===== src/rtl/spi_pcs_pkg.sv =====
`timescale 1ns/1ps
package spi_pcs_pkg;
  localparam int ADDR_W = 4;
  localparam int REG_W  = 32;
  localparam int CNT_W  = 8;

  typedef struct packed {
    logic [CNT_W-1:0] gap;
    logic [CNT_W-1:0] setup;
    logic [CNT_W-1:0] div;
  } cs_cfg_t;

  localparam int CFG_W = $bits(cs_cfg_t);

  typedef enum logic [1:0] {ST_IDLE, ST_SETUP, ST_SHIFT, ST_GAP} eng_state_e;

  localparam logic [ADDR_W-1:0] A_CTRL = 4'd0;
  localparam logic [ADDR_W-1:0] A_MODE = 4'd1;
  localparam logic [ADDR_W-1:0] A_TDR  = 4'd2;
  localparam logic [ADDR_W-1:0] A_RDR  = 4'd3;
  localparam logic [ADDR_W-1:0] A_STAT = 4'd4;
  localparam logic [ADDR_W-1:0] A_CSR0 = 4'd8;
endpackage


===== src/rtl/spi_pcs_regs.sv =====
`timescale 1ns/1ps
module spi_pcs_regs
  import spi_pcs_pkg::*;
#(
  parameter int NUM_CS = 4,
  parameter int DATA_W = 8
) (
  input  logic              clk_i,
  input  logic              rst_ni,
  input  logic              wr_i,
  input  logic              rd_i,
  input  logic [ADDR_W-1:0] addr_i,
  input  logic [REG_W-1:0]  wdata_i,
  output logic [REG_W-1:0]  rdata_o,
  output logic              ps_o,
  output logic              pcsdec_o,
  output logic [NUM_CS-1:0] mode_pcs_o,
  output cs_cfg_t           cfg_o [NUM_CS],
  output logic              en_o,
  output logic              tx_valid_o,
  output logic [DATA_W-1:0] tx_data_o,
  output logic [NUM_CS-1:0] tx_pcs_o,
  input  logic              tx_take_i,
  input  logic              done_i,
  input  logic [DATA_W-1:0] rx_data_i,
  input  logic [NUM_CS-1:0] rx_npcs_i,
  input  logic              fault_i,
  output logic              rx_full_o,
  output logic              ovr_o,
  output logic              modf_o
);
  localparam int PCS_LSB = 8;
  localparam int MPCS_LSB = 4;

  logic              en_q, ps_q, pcsdec_q, tx_valid_q, rx_full_q, ovr_q, modf_q;
  logic [NUM_CS-1:0] mode_pcs_q, tx_pcs_q, rx_npcs_q;
  logic [DATA_W-1:0] tx_data_q, rx_q;

  logic wr_ctrl, wr_mode, wr_tdr, rd_rdr, rd_stat;
  assign wr_ctrl = wr_i && addr_i == A_CTRL;
  assign wr_mode = wr_i && addr_i == A_MODE;
  assign wr_tdr  = wr_i && addr_i == A_TDR;
  assign rd_rdr  = rd_i && addr_i == A_RDR;
  assign rd_stat = rd_i && addr_i == A_STAT;

  logic unused_wdata;
  assign unused_wdata = ^wdata_i[REG_W-1:CFG_W];

  always_ff @(posedge clk_i or negedge rst_ni) begin
    if (!rst_ni) begin
      en_q       <= 1'b0;
      modf_q     <= 1'b0;
      ps_q       <= 1'b0;
      pcsdec_q   <= 1'b0;
      mode_pcs_q <= '1;
    end else begin
      if (fault_i)                  en_q <= 1'b0;
      else if (wr_ctrl && wdata_i[1]) en_q <= 1'b0;
      else if (wr_ctrl && wdata_i[0]) en_q <= 1'b1;
      if (fault_i)      modf_q <= 1'b1;
      else if (rd_stat) modf_q <= 1'b0;
      if (wr_mode) begin
        ps_q       <= wdata_i[0];
        pcsdec_q   <= wdata_i[1];
        mode_pcs_q <= wdata_i[MPCS_LSB +: NUM_CS];
      end
    end
  end

  always_ff @(posedge clk_i or negedge rst_ni) begin
    if (!rst_ni) begin
      tx_valid_q <= 1'b0;
      tx_data_q  <= '0;
      tx_pcs_q   <= '1;
    end else if (wr_tdr) begin
      tx_valid_q <= 1'b1;
      tx_data_q  <= wdata_i[DATA_W-1:0];
      tx_pcs_q   <= wdata_i[PCS_LSB +: NUM_CS];
    end else if (tx_take_i) begin
      tx_valid_q <= 1'b0;
    end
  end

  always_ff @(posedge clk_i or negedge rst_ni) begin
    if (!rst_ni) begin
      rx_full_q <= 1'b0;
      ovr_q     <= 1'b0;
      rx_q      <= '0;
      rx_npcs_q <= '1;
    end else begin
      ovr_q <= (ovr_q && !rd_stat) || (done_i && rx_full_q && !rd_rdr);
      if (done_i) begin
        rx_full_q <= 1'b1;
        rx_q      <= rx_data_i;
        rx_npcs_q <= rx_npcs_i;
      end else if (rd_rdr) begin
        rx_full_q <= 1'b0;
      end
    end
  end

  for (genvar g = 0; g < NUM_CS; g++) begin : g_csr
    cs_cfg_t cfg_q;
    always_ff @(posedge clk_i or negedge rst_ni) begin
      if (!rst_ni) cfg_q <= '0;
      else if (wr_i && addr_i == ADDR_W'(32'(A_CSR0) + g)) cfg_q <= cs_cfg_t'(wdata_i[CFG_W-1:0]);
    end
    assign cfg_o[g] = cfg_q;
  end

  always_comb begin
    rdata_o = '0;
    case (addr_i)
      A_CTRL: rdata_o[0] = en_q;
      A_MODE: begin
        rdata_o[0] = ps_q;
        rdata_o[1] = pcsdec_q;
        rdata_o[MPCS_LSB +: NUM_CS] = mode_pcs_q;
      end
      A_RDR: begin
        rdata_o[DATA_W-1:0] = rx_q;
        rdata_o[PCS_LSB +: NUM_CS] = rx_npcs_q;
      end
      A_STAT: rdata_o[4:0] = {en_q, modf_q, ovr_q, rx_full_q, !tx_valid_q};
      default: begin
        for (int i = 0; i < NUM_CS; i++)
          if (addr_i == ADDR_W'(32'(A_CSR0) + i)) rdata_o[CFG_W-1:0] = cfg_o[i];
      end
    endcase
  end

  assign en_o       = en_q;
  assign ps_o       = ps_q;
  assign pcsdec_o   = pcsdec_q;
  assign mode_pcs_o = mode_pcs_q;
  assign tx_valid_o = tx_valid_q;
  assign tx_data_o  = tx_data_q;
  assign tx_pcs_o   = tx_pcs_q;
  assign rx_full_o  = rx_full_q;
  assign ovr_o      = ovr_q;
  assign modf_o     = modf_q;

  AST_TAKE_HAS_WORD: assert property (@(posedge clk_i) disable iff (!rst_ni)
    tx_take_i |-> tx_valid_q);
  AST_OVR_NEEDS_FULL: assert property (@(posedge clk_i) disable iff (!rst_ni)
    $rose(ovr_q) |-> $past(rx_full_q) && $past(done_i));
  AST_FAULT_DISABLES: assert property (@(posedge clk_i) disable iff (!rst_ni)
    $rose(modf_q) |-> !en_q);
endmodule


===== src/rtl/spi_pcs_sel.sv =====
`timescale 1ns/1ps
module spi_pcs_sel
  import spi_pcs_pkg::*;
#(
  parameter int NUM_CS = 4
) (
  input  logic              ps_i,
  input  logic              pcsdec_i,
  input  logic [NUM_CS-1:0] mode_pcs_i,
  input  logic [NUM_CS-1:0] tx_pcs_i,
  input  cs_cfg_t           cfg_i [NUM_CS],
  output logic [NUM_CS-1:0] pat_o,
  output cs_cfg_t           cfg_o
);
  localparam int IDX_W = (NUM_CS > 1) ? $clog2(NUM_CS) : 1;

  logic [NUM_CS-1:0] code, pat_dir;
  logic [IDX_W-1:0]  idx_dir, idx;

  assign code = ps_i ? tx_pcs_i : mode_pcs_i;

  // lowest zero wins; lines above it stay high
  for (genvar g = 0; g < NUM_CS; g++) begin : g_dir
    if (g == 0) begin : g_lsb
      assign pat_dir[g] = code[0];
    end else begin : g_up
      assign pat_dir[g] = code[g] | ~(&code[g-1:0]);
    end
  end

  always_comb begin
    idx_dir = '0;
    for (int i = NUM_CS - 1; i >= 0; i--)
      if (!code[i]) idx_dir = IDX_W'(i);
  end

  assign idx   = pcsdec_i ? code[IDX_W-1:0] : idx_dir;
  assign pat_o = pcsdec_i ? code : pat_dir;
  assign cfg_o = cfg_i[idx];
endmodule


===== src/rtl/spi_pcs_engine.sv =====
`timescale 1ns/1ps
module spi_pcs_engine
  import spi_pcs_pkg::*;
#(
  parameter int NUM_CS = 4,
  parameter int DATA_W = 8
) (
  input  logic              clk_i,
  input  logic              rst_ni,
  input  logic              start_i,
  input  logic              abort_i,
  input  logic [DATA_W-1:0] data_i,
  input  logic [NUM_CS-1:0] pat_i,
  input  cs_cfg_t           cfg_i,
  input  logic              miso_i,
  output logic              take_o,
  output logic              spck_o,
  output logic              mosi_o,
  output logic [NUM_CS-1:0] npcs_o,
  output logic              done_o,
  output logic [DATA_W-1:0] rx_o,
  output logic [NUM_CS-1:0] rx_npcs_o
);
  localparam int EDGE_W = $clog2(2 * DATA_W);
  localparam logic [EDGE_W-1:0] LAST_EDGE = EDGE_W'(2 * DATA_W - 1);

  eng_state_e        state_q;
  logic [CNT_W-1:0]  cnt_q;
  logic [EDGE_W-1:0] edge_q;
  logic              spck_q, done_q;
  logic [DATA_W-1:0] tx_sh_q, rx_sh_q;
  logic [NUM_CS-1:0] pat_q;
  cs_cfg_t           cfg_q;
  logic              busy;

  assign take_o = state_q == ST_IDLE && start_i && !abort_i;
  assign busy   = state_q == ST_SETUP || state_q == ST_SHIFT;

  always_ff @(posedge clk_i or negedge rst_ni) begin
    if (!rst_ni) begin
      state_q <= ST_IDLE;
      cnt_q   <= '0;
      edge_q  <= '0;
      spck_q  <= 1'b0;
      done_q  <= 1'b0;
      tx_sh_q <= '0;
      rx_sh_q <= '0;
      pat_q   <= '1;
      cfg_q   <= '0;
    end else begin
      done_q <= 1'b0;
      if (abort_i) begin
        state_q <= ST_IDLE;
        spck_q  <= 1'b0;
        cnt_q   <= '0;
      end else begin
        case (state_q)
          ST_IDLE: if (start_i) begin
            tx_sh_q <= data_i;
            pat_q   <= pat_i;
            cfg_q   <= cfg_i;
            cnt_q   <= cfg_i.setup;
            state_q <= ST_SETUP;
          end
          ST_SETUP: if (cnt_q == '0) begin
            cnt_q   <= cfg_q.div;
            edge_q  <= '0;
            state_q <= ST_SHIFT;
          end else begin
            cnt_q <= cnt_q - 1'b1;
          end
          ST_SHIFT: if (cnt_q == '0) begin
            cnt_q  <= cfg_q.div;
            spck_q <= !spck_q;
            edge_q <= edge_q + 1'b1;
            if (!spck_q) rx_sh_q <= {rx_sh_q[DATA_W-2:0], miso_i};
            else         tx_sh_q <= {tx_sh_q[DATA_W-2:0], 1'b0};
            if (edge_q == LAST_EDGE) begin
              cnt_q   <= cfg_q.gap;
              done_q  <= 1'b1;
              state_q <= ST_GAP;
            end
          end else begin
            cnt_q <= cnt_q - 1'b1;
          end
          default: if (cnt_q == '0) state_q <= ST_IDLE;
                   else             cnt_q   <= cnt_q - 1'b1;
        endcase
      end
    end
  end

  assign spck_o    = spck_q;
  assign mosi_o    = busy ? tx_sh_q[DATA_W-1] : 1'b0;
  assign npcs_o    = busy ? pat_q : '1;
  assign done_o    = done_q;
  assign rx_o      = rx_sh_q;
  assign rx_npcs_o = pat_q;

  AST_SPCK_ONLY_SHIFT: assert property (@(posedge clk_i) disable iff (!rst_ni)
    state_q != ST_SHIFT |-> !spck_q);
  AST_DONE_FROM_SHIFT: assert property (@(posedge clk_i) disable iff (!rst_ni)
    done_q |-> $past(state_q) == ST_SHIFT && !spck_q);
  AST_ABORT_TO_IDLE: assert property (@(posedge clk_i) disable iff (!rst_ni)
    abort_i |=> state_q == ST_IDLE && npcs_o == '1);
  AST_MOSI_HOLD_HIGH: assert property (@(posedge clk_i) disable iff (!rst_ni)
    $rose(spck_q) |-> $stable(mosi_o));
endmodule


===== src/rtl/spi_pcs_master.sv =====
`timescale 1ns/1ps
module spi_pcs_master
  import spi_pcs_pkg::*;
#(
  parameter int NUM_CS = 4,
  parameter int DATA_W = 8
) (
  input  logic              clk_i,
  input  logic              rst_ni,
  input  logic              reg_wr_i,
  input  logic              reg_rd_i,
  input  logic [ADDR_W-1:0] reg_addr_i,
  input  logic [REG_W-1:0]  reg_wdata_i,
  output logic [REG_W-1:0]  reg_rdata_o,
  output logic              spck_o,
  output logic              mosi_o,
  input  logic              miso_i,
  output logic [NUM_CS-1:0] npcs_o,
  input  logic              ss_ni,
  output logic              tx_empty_o,
  output logic              rx_full_o,
  output logic              ovr_o,
  output logic              modf_o,
  output logic              en_o
);
  logic              ps, pcsdec, en, tx_valid, take, done, fault;
  logic [NUM_CS-1:0] mode_pcs, tx_pcs, pat, rx_npcs;
  logic [DATA_W-1:0] tx_data, rx_data;
  cs_cfg_t           cfg_all [NUM_CS];
  cs_cfg_t           cfg_sel;
  logic [1:0]        ss_sync_q;

  always_ff @(posedge clk_i or negedge rst_ni) begin
    if (!rst_ni) ss_sync_q <= 2'b11;
    else         ss_sync_q <= {ss_sync_q[0], ss_ni};
  end
  assign fault = en && !ss_sync_q[1];

  spi_pcs_regs #(.NUM_CS(NUM_CS), .DATA_W(DATA_W)) regs_i (
    .clk_i, .rst_ni,
    .wr_i(reg_wr_i), .rd_i(reg_rd_i), .addr_i(reg_addr_i),
    .wdata_i(reg_wdata_i), .rdata_o(reg_rdata_o),
    .ps_o(ps), .pcsdec_o(pcsdec), .mode_pcs_o(mode_pcs), .cfg_o(cfg_all),
    .en_o(en), .tx_valid_o(tx_valid), .tx_data_o(tx_data), .tx_pcs_o(tx_pcs),
    .tx_take_i(take), .done_i(done), .rx_data_i(rx_data), .rx_npcs_i(rx_npcs),
    .fault_i(fault), .rx_full_o(rx_full_o), .ovr_o(ovr_o), .modf_o(modf_o)
  );

  spi_pcs_sel #(.NUM_CS(NUM_CS)) sel_i (
    .ps_i(ps), .pcsdec_i(pcsdec), .mode_pcs_i(mode_pcs), .tx_pcs_i(tx_pcs),
    .cfg_i(cfg_all), .pat_o(pat), .cfg_o(cfg_sel)
  );

  spi_pcs_engine #(.NUM_CS(NUM_CS), .DATA_W(DATA_W)) eng_i (
    .clk_i, .rst_ni,
    .start_i(en && tx_valid), .abort_i(fault || !en),
    .data_i(tx_data), .pat_i(pat), .cfg_i(cfg_sel), .miso_i,
    .take_o(take), .spck_o, .mosi_o, .npcs_o,
    .done_o(done), .rx_o(rx_data), .rx_npcs_o(rx_npcs)
  );

  assign tx_empty_o = !tx_valid;
  assign en_o       = en;

  AST_DIRECT_ONE_LOW: assert property (@(posedge clk_i) disable iff (!rst_ni)
    !pcsdec |-> $countones(~pat) <= 1);
  AST_IDLE_WHEN_OFF: assert property (@(posedge clk_i) disable iff (!rst_ni)
    !en && !$past(en) |-> npcs_o == '1 && !spck_o);
endmodule


===== config.mk =====
export PLATFORM = sky130hd
export DESIGN_NAME = spi_pcs_master
export DESIGN_NICKNAME = d
export VERILOG_FILES = /design/src/rtl/spi_pcs_pkg.sv /design/src/rtl/spi_pcs_regs.sv /design/src/rtl/spi_pcs_sel.sv /design/src/rtl/spi_pcs_engine.sv /design/src/rtl/spi_pcs_master.sv
export SDC_FILE = /design/constraint.sdc
export NUM_CORES = 1
export LEC_CHECK = 0
export BUFFER_PORTS_ARGS = -buffer_cell sky130_fd_sc_hd__buf_2
export CORE_AREA = 5 5 148 150
export DETAILED_ROUTE_END_ITERATION = 7
export DIE_AREA = 0 0 153 155
export GPL_TIMING_DRIVEN = 0
export HOLD_SLACK_MARGIN = 0.12
export PLACE_DENSITY = 0.71
export RECOVER_POWER = 50
export SYNTH_ARGS = -nofsm -noshare
export SYNTH_HDL_FRONTEND = slang
export SYNTH_SLANG_ARGS = --single-unit

===== constraint.sdc =====
create_clock -name clk_i -period 4.9 [get_ports clk_i]
set_input_delay 0.735 -clock clk_i [delete_from_list [all_inputs] [get_ports clk_i]]
set_output_delay 0.735 -clock clk_i [all_outputs]
set_load 0.01 [all_outputs]

Word level (Yosys, flattened, before mapping)
Cells that the tools add are included.
{"block": "op_classes", "addsub": 2, "n_mul": 0, "div": 0, "magnitude_cmp": 1, "eq_ne": 20, "shifts": 0, "n_mux": 60, "bitwise_logic": 9, "reduce_logical": 53}
{"op": "two-way mux 24 bit", "count": 6}
{"op": "two-way mux 8 bit", "count": 9}
{"op": "binary-select mux 24 bit (select 2 bit)", "count": 1}
{"op": "one-hot mux 8 bit (3 select lines)", "count": 1}
{"op": "two-way mux 2 bit", "count": 11}
{"op": "== test 4 bit, second input constant", "count": 5}
{"op": "two-way mux 4 bit", "count": 5}
{"op": "logical AND 1 bit", "count": 18}
{"op": "two-way mux 1 bit", "count": 17}
{"op": "one-hot mux 4 bit (2 select lines)", "count": 2}
{"op": "one-hot mux 8 bit (2 select lines)", "count": 1}
{"op": "nonzero test 2 bit", "count": 7}
{"op": "two-way mux 12 bit", "count": 1}
{"op": "one-hot mux 1 bit (4 select lines)", "count": 3}
{"op": "one-hot mux 2 bit (3 select lines)", "count": 2}
{"op": "AND reduction 5 bit", "count": 2}
{"op": "inequality test 3 x 2 -> 1 bit, second input constant", "count": 3}
{"op": "one-hot mux 3 bit (3 select lines)", "count": 1}
{"op": "== test 4 x 2 -> 1 bit, second input constant", "count": 2}
{"op": "zero test 8 bit", "count": 1}
{"op": "AND reduction 4 bit", "count": 2}
{"op": "subtractor 8 x 1 -> 8 bit, second input constant", "count": 1}
{"op": "zero test 1 bit", "count": 7}
{"op": "AND reduction 2 bit", "count": 3}
{"op": "21 further kinds", "count": 34}
{"block": "word_totals", "regBits": 185, "latchBits": 0, "mem_bits_rw": 0, "mem_bits_ro": 0, "in_bits": 42, "output_inout_bits": 43, "elab_cells": 180, "memories": 0}

Longest topological paths before layout
{"block": "depth", "depth_word": 13, "depth_mapped": 9, "ltp_nobuf": 8}

By module
A second synthesis with hierarchy kept.
{"block": "unflattened", "cells_unflattened": 900, "hier_area_um2": 9952.0}
{"mod": "spi_pcs_regs", "instances": 1, "cells_each": 448, "area_each_um2": 6119.6, "seq_area_each_um2": 3293.2}
{"mod": "spi_pcs_engine", "instances": 1, "cells_each": 291, "area_each_um2": 2771.4, "seq_area_each_um2": 1306.3}
{"mod": "spi_pcs_sel", "instances": 1, "cells_each": 155, "area_each_um2": 980.9, "seq_area_each_um2": 0.0}
{"mod": "spi_pcs_master", "instances": 1, "cells_each": 6, "area_each_um2": 80.1, "seq_area_each_um2": 52.6}

Worst setup path after synthesis
OpenSTA, ideal clock, no wires.
{"block": "synth_timing", "path_kind": "input to output", "from": "in reg_addr_i[1]", "to": "out reg_rdata_o[3]", "arrival_ps": 2067, "required_time_ps": 4165, "slack_ps": 2098, "path_stages": 5, "n_path_buf": 2, "path_cell_list": "buf_2 buf_2 mux4_2 a222oi_1 inv_1"}
{"block": "synth_between", "elab_chain_len": 6, "word_cells_on_any_way": 14, "classes_between": "eq/ne (7); mux (5); reduce/logical (2)"}
{"element": "from (decl)", "line": "spi_pcs_master.sv:12", "rtl": "input logic [ADDR_W-1:0] reg_addr_i,"}
{"element": "== test 4 bit", "line": "spi_pcs_regs.sv:127", "rtl": "if (addr_i == ADDR_W'(32'(A_CSR0) + i)) rdata_o[CFG_W-1:0] = cfg_o[i];"}
{"element": "two-way mux 24 bit (4 in a row)", "line": "spi_pcs_regs.sv:127"}
{"element": "one-hot mux 2 bit (3 select lines) (*)", "line": "spi_pcs_regs.sv:113", "rtl": "case (addr_i)"}
{"element": "to (decl)", "line": "spi_pcs_master.sv:14", "rtl": "output logic [REG_W-1:0] reg_rdata_o,"}
Mark *: on every way between the ends. The rest lies on a longest branch, timed or not.

Worst setup path after layout
{"block": "layout_timing", "from": "in reg_addr_i[0]", "to": "out reg_rdata_o[2]"}
Same word-level chain as after synthesis.

==> metrics.log <==
INFO  metric min-delay-start = ss_sync_q[0]
INFO  metric rsz0062_at_grt = false
INFO  metric run_status = finished, violations left
INFO  metric critical-path-top-delay-family = simple AND/OR/NAND/NOR gates
INFO  metric cp_cell_sequence = clkbuf_1 -> nand2_1 -> nor3_1 -> a22o_1 -> a21oi_1 -> o21ai_0 -> buf_2
INFO  metric max_cap_violations = 1
INFO  metric ios = 85
INFO  metric synthesis.area = 10000 um2
INFO  metric ys_seq_area_frac = 0.465
INFO  metric place.gp.congestion = 0.909
INFO  metric cp_data_arrival_time = 3010 ps
INFO  metric pwr-share-clk = 0.301
INFO  metric power = 4.75 mW
INFO  metric post-cts-setup-buffers = 0
INFO  metric via_per_inst = 6.00
INFO  metric comb_power_share = 0.265
INFO  metric cts_tree = done
INFO  metric worstPathMaxFanout = 10
INFO  metric global_route.usage.total = 0.227
INFO  metric commonest_non_fill_non_tap_cell_in_the_layout = sky130_fd_sc_hd__mux2_2
INFO  metric critPathKind = in -> out
INFO  metric critPathRequiredTime = 4160 ps
INFO  metric critPathMaxStageDelay = 950 ps
INFO  metric first_pass_detailed_route_iteration_total = 8
INFO  metric synth.area.top_cells = sky130_fd_sc_hd__dfrtp_1 42%, sky130_fd_sc_hd__mux2_2 20%, sky130_fd_sc_hd__dfstp_2 4.7%
INFO  metric peakVddDrop = 0.275 mV
INFO  metric largest_net_degree_at_the_start_of_global_routing = 119
INFO  metric dieWidth = 153 um
INFO  metric die_height = 155 um
INFO  metric synth_seq_cells = 185
INFO  metric mean_instance_size_in_the_synthesized_netlist = 11.8 um2
INFO  metric pre_cts_ws = 1370 ps
INFO  metric worst-r2r-setup-slack = 2270 ps
INFO  metric place_hpwl = 19.5 mm
INFO  metric layout_setup_ws = 1150 ps
INFO  metric antenna-diode-count = 0
INFO  metric synth_area_leader_cell = sky130_fd_sc_hd__dfrtp_1
INFO  metric final_cells = 1227
INFO  metric power_report.internal_total = 3.24 mW
INFO  metric worstMarginPinSlew = 3360 ps
INFO  metric dieArea = 23700 um2
INFO  metric overflow_left_after_global_routing = 0
INFO  metric cp_num_buf_inv = 2
INFO  metric multi_input_comb_area = 4980 um2
INFO  metric grt_pass1_vias = 7332
INFO  metric netlist-cell-type-count = 73
INFO  metric core_area = 20600 um2
INFO  metric hold_violations = 0
INFO  metric ff_latch_area = 4650 um2
INFO  metric p_leak = 5.01 nW
INFO  metric synth-warning-count = 0
INFO  metric post-route-cell-area = 11300 um2
INFO  metric net-switching-power = 1.51 mW
INFO  metric synthesis.instances = 847
INFO  metric power.share.switching = 0.318
INFO  metric yosys.area.top_type_share = 0.418
INFO  metric fillers = 1800
INFO  metric cts.repair.resized = 0
INFO  metric totalWireLength = 26.9 mm
INFO  metric grt_pass1_wl = 42.1 mm
INFO  metric worstSkewPairLatency = 430 ps
INFO  metric slew_violations = 68
INFO  metric post_drt_antenna_nets = 0
INFO  metric finalNetCount = 987
INFO  metric most-common-layout-cells = 178 x sky130_fd_sc_hd__mux2_2, 167 x sky130_fd_sc_hd__dfrtp_1, 79 x sky130_fd_sc_hd__buf_2
INFO  metric num_vias = 7364
INFO  metric cts.sink_count = 185
INFO  metric hp_class = reg -> reg
INFO  metric fraction_of_layout_cells_with_a_size_suffix_above_1 = 0.381
INFO  metric root_buffer = sky130_fd_sc_hd__clkbuf_16
INFO  metric achievable-frequency = 267 MHz
INFO  metric placed_area = 10700 um2
INFO  metric initial_utilization = 0.487
INFO  metric max-slew-margin-rel = -1.24
INFO  metric tritoncts.num_buffers = 17
INFO  metric worst_setup_hold_path_clk_slew = 70 ps
INFO  metric power.density = 419 nW/um2
INFO  metric area_growth = 13.4%
INFO  metric setup_total_negative_slack = 0 ps
INFO  metric initial_antenna_violation_count = 0
INFO  metric synth-async-reset-ratio = 1.00
INFO  metric number_of_cells_after_detailed_placement = 1195
INFO  metric ys.flop_type = sky130_fd_sc_hd__dfrtp_1
INFO  metric core.rowCount = 53
INFO  metric failing_checks = capacitance limit, slew limit
INFO  metric critical-path-slowest-cell = sky130_fd_sc_hd__nor3_1
INFO  metric post-route-drc-count = 0
INFO  metric drt_first_iter_violations = 606
INFO  metric finalWorstPathRequiredPeriod = 3750 ps
INFO  metric seqPwrFrac = 0.434
INFO  metric setup_violations = 0
INFO  metric hold_buffers = 0
INFO  metric port-buffer-count = 65
INFO  metric critical_path.endpoint_type = output pin
INFO  metric fin_worst_skew = 10.5 ps
INFO  metric crit_path_start_kind = input pin
INFO  metric critical_path.reg2reg.startpoint = eng_i.cnt_q[0]
INFO  metric synth_edf_count = 0
INFO  metric worst_setup_path_startpoint = reg_addr_i[0]
INFO  metric routed_wire_length_per_instance = 21.9 um
INFO  metric max-clock-path-buffers = 2
INFO  metric clock_tree.htree_level_count = 4
INFO  metric fin_crit_sh = 0.765
through the flow:
stage / hold slack, ps / util
detailed placement: 352 / 0.522
CTS: 276 / 0.552
global placement: 352 / 0.521
finish: 361 / 0.552
floorplan: 345 / -
global route: 372 / 0.552
path summary, 6_finish.rpt:
path | end | depth (start not counted)
worst min-delay path | ss_sync_q[1] | 0
max in group asynchronous | regs_i.cfg_o[34] | 1
worst max register to register | eng_i.tx_sh_q[3] | 8
min in group asynchronous | regs_i.cfg_o[66] | 1
worst max-delay path | reg_rdata_o[2] | 7
worst min register to register | ss_sync_q[1] | 0
kinds of logic (layout without fill, tap and decap cells):
group,count (synthesis),count (layout),share of synthesized area
multiplexers,243,243,0.287
flip-flops,185,185,0.465
AND/OR/NAND/NOR,177,177,0.0902
AO/OA/AOI/OAI,161,161,0.109
buffers and inverters,72,170,0.0400
adder cells (fa/ha/maj),6,6,0.00750
XOR/XNOR,2,2,0.00175
other,1,8,0.000375
power by group through the flow:
stage,Clock [mW],Combinational (mW),Sequential (mW)
3_3_place_gp,0,1.21,2.07
3_5_place_dp,0,1.24,2.09
6_report,1.43,1.26,2.06
5_1_grt,1.51,1.35,2.10
2_1_floorplan,0,0.920,2.01
4_1_cts,1.44,1.25,2.06
layer usage:
metal / wire (um) / GRT usage
met5: 0 / 0
met4: 659 / 0.0755
met3: 1560 / 0.0359
met2: 13100 / 0.373
met1: 11600 / 0.311
cell type report:
cell class	instances	area share
Tap cell	275	0.0303
Timing Repair Buffer	66	0.0315
Buffer	56	0.0299
Clock inverter	15	0.0163
Inverter	16	0.00530
Sequential cell	185	0.410
Clock buffer	17	0.0375
Multi-Input combinational cell	597	0.439
state kept, by name, indices dropped and copies added, names as in the netlist:
| signal | cells |
|---|---|
| regs_i.cfg_o | 96 |
| eng_i.cfg_q | 16 |
| eng_i.cnt_q | 8 |
| eng_i.rx_o | 8 |
| eng_i.tx_sh_q | 8 |
| regs_i.rx_q | 8 |
| regs_i.tx_data_o | 8 |
| eng_i.edge_q | 4 |
| eng_i.rx_npcs_o | 4 |
| regs_i.mode_pcs_o | 4 |
| regs_i.rx_npcs_q | 4 |
| regs_i.tx_pcs_o | 4 |
| eng_i.state_q | 2 |
| ss_sync_q | 2 |
| eng_i.done_o | 1 |
| eng_i.spck_o | 1 |
| regs_i.en_o | 1 |
| regs_i.modf_o | 1 |
| regs_i.ovr_o | 1 |
| regs_i.pcsdec_o | 1 |
| regs_i.ps_o | 1 |
| regs_i.rx_full_o | 1 |
| regs_i.tx_valid_o | 1 |
Yosys cell counts, types with 4 or more instances:
cell                       instances
sky130_fd_sc_hd__mux2_2          178
sky130_fd_sc_hd__dfrtp_1         167
sky130_fd_sc_hd__nand2_1          57
sky130_fd_sc_hd__mux2i_1          44
sky130_fd_sc_hd__nor2_1           37
sky130_fd_sc_hd__o21ai_0          32
sky130_fd_sc_hd__a21oi_1          24
sky130_fd_sc_hd__o21ai_1          19
sky130_fd_sc_hd__dfstp_2          18
sky130_fd_sc_hd__a22oi_1          17
sky130_fd_sc_hd__and2_1           17
sky130_fd_sc_hd__buf_4            17
sky130_fd_sc_hd__buf_2            16
sky130_fd_sc_hd__inv_1            16
sky130_fd_sc_hd__clkbuf_1         15
sky130_fd_sc_hd__mux4_2           15
sky130_fd_sc_hd__nand3_1          12
sky130_fd_sc_hd__nor3_1           11
sky130_fd_sc_hd__a31oi_1           9
sky130_fd_sc_hd__nand2b_1          8
sky130_fd_sc_hd__o211ai_1          8
sky130_fd_sc_hd__a211oi_1          7
sky130_fd_sc_hd__a22o_1            7
sky130_fd_sc_hd__ha_1              6
sky130_fd_sc_hd__a21o_1            4
sky130_fd_sc_hd__a221o_1           4
sky130_fd_sc_hd__a221oi_1          4
sky130_fd_sc_hd__and3_1            4
sky130_fd_sc_hd__buf_6             4
sky130_fd_sc_hd__nor2b_1           4
sky130_fd_sc_hd__or3_1             4
No activity file was read; power rests on OpenSTA's default activity.
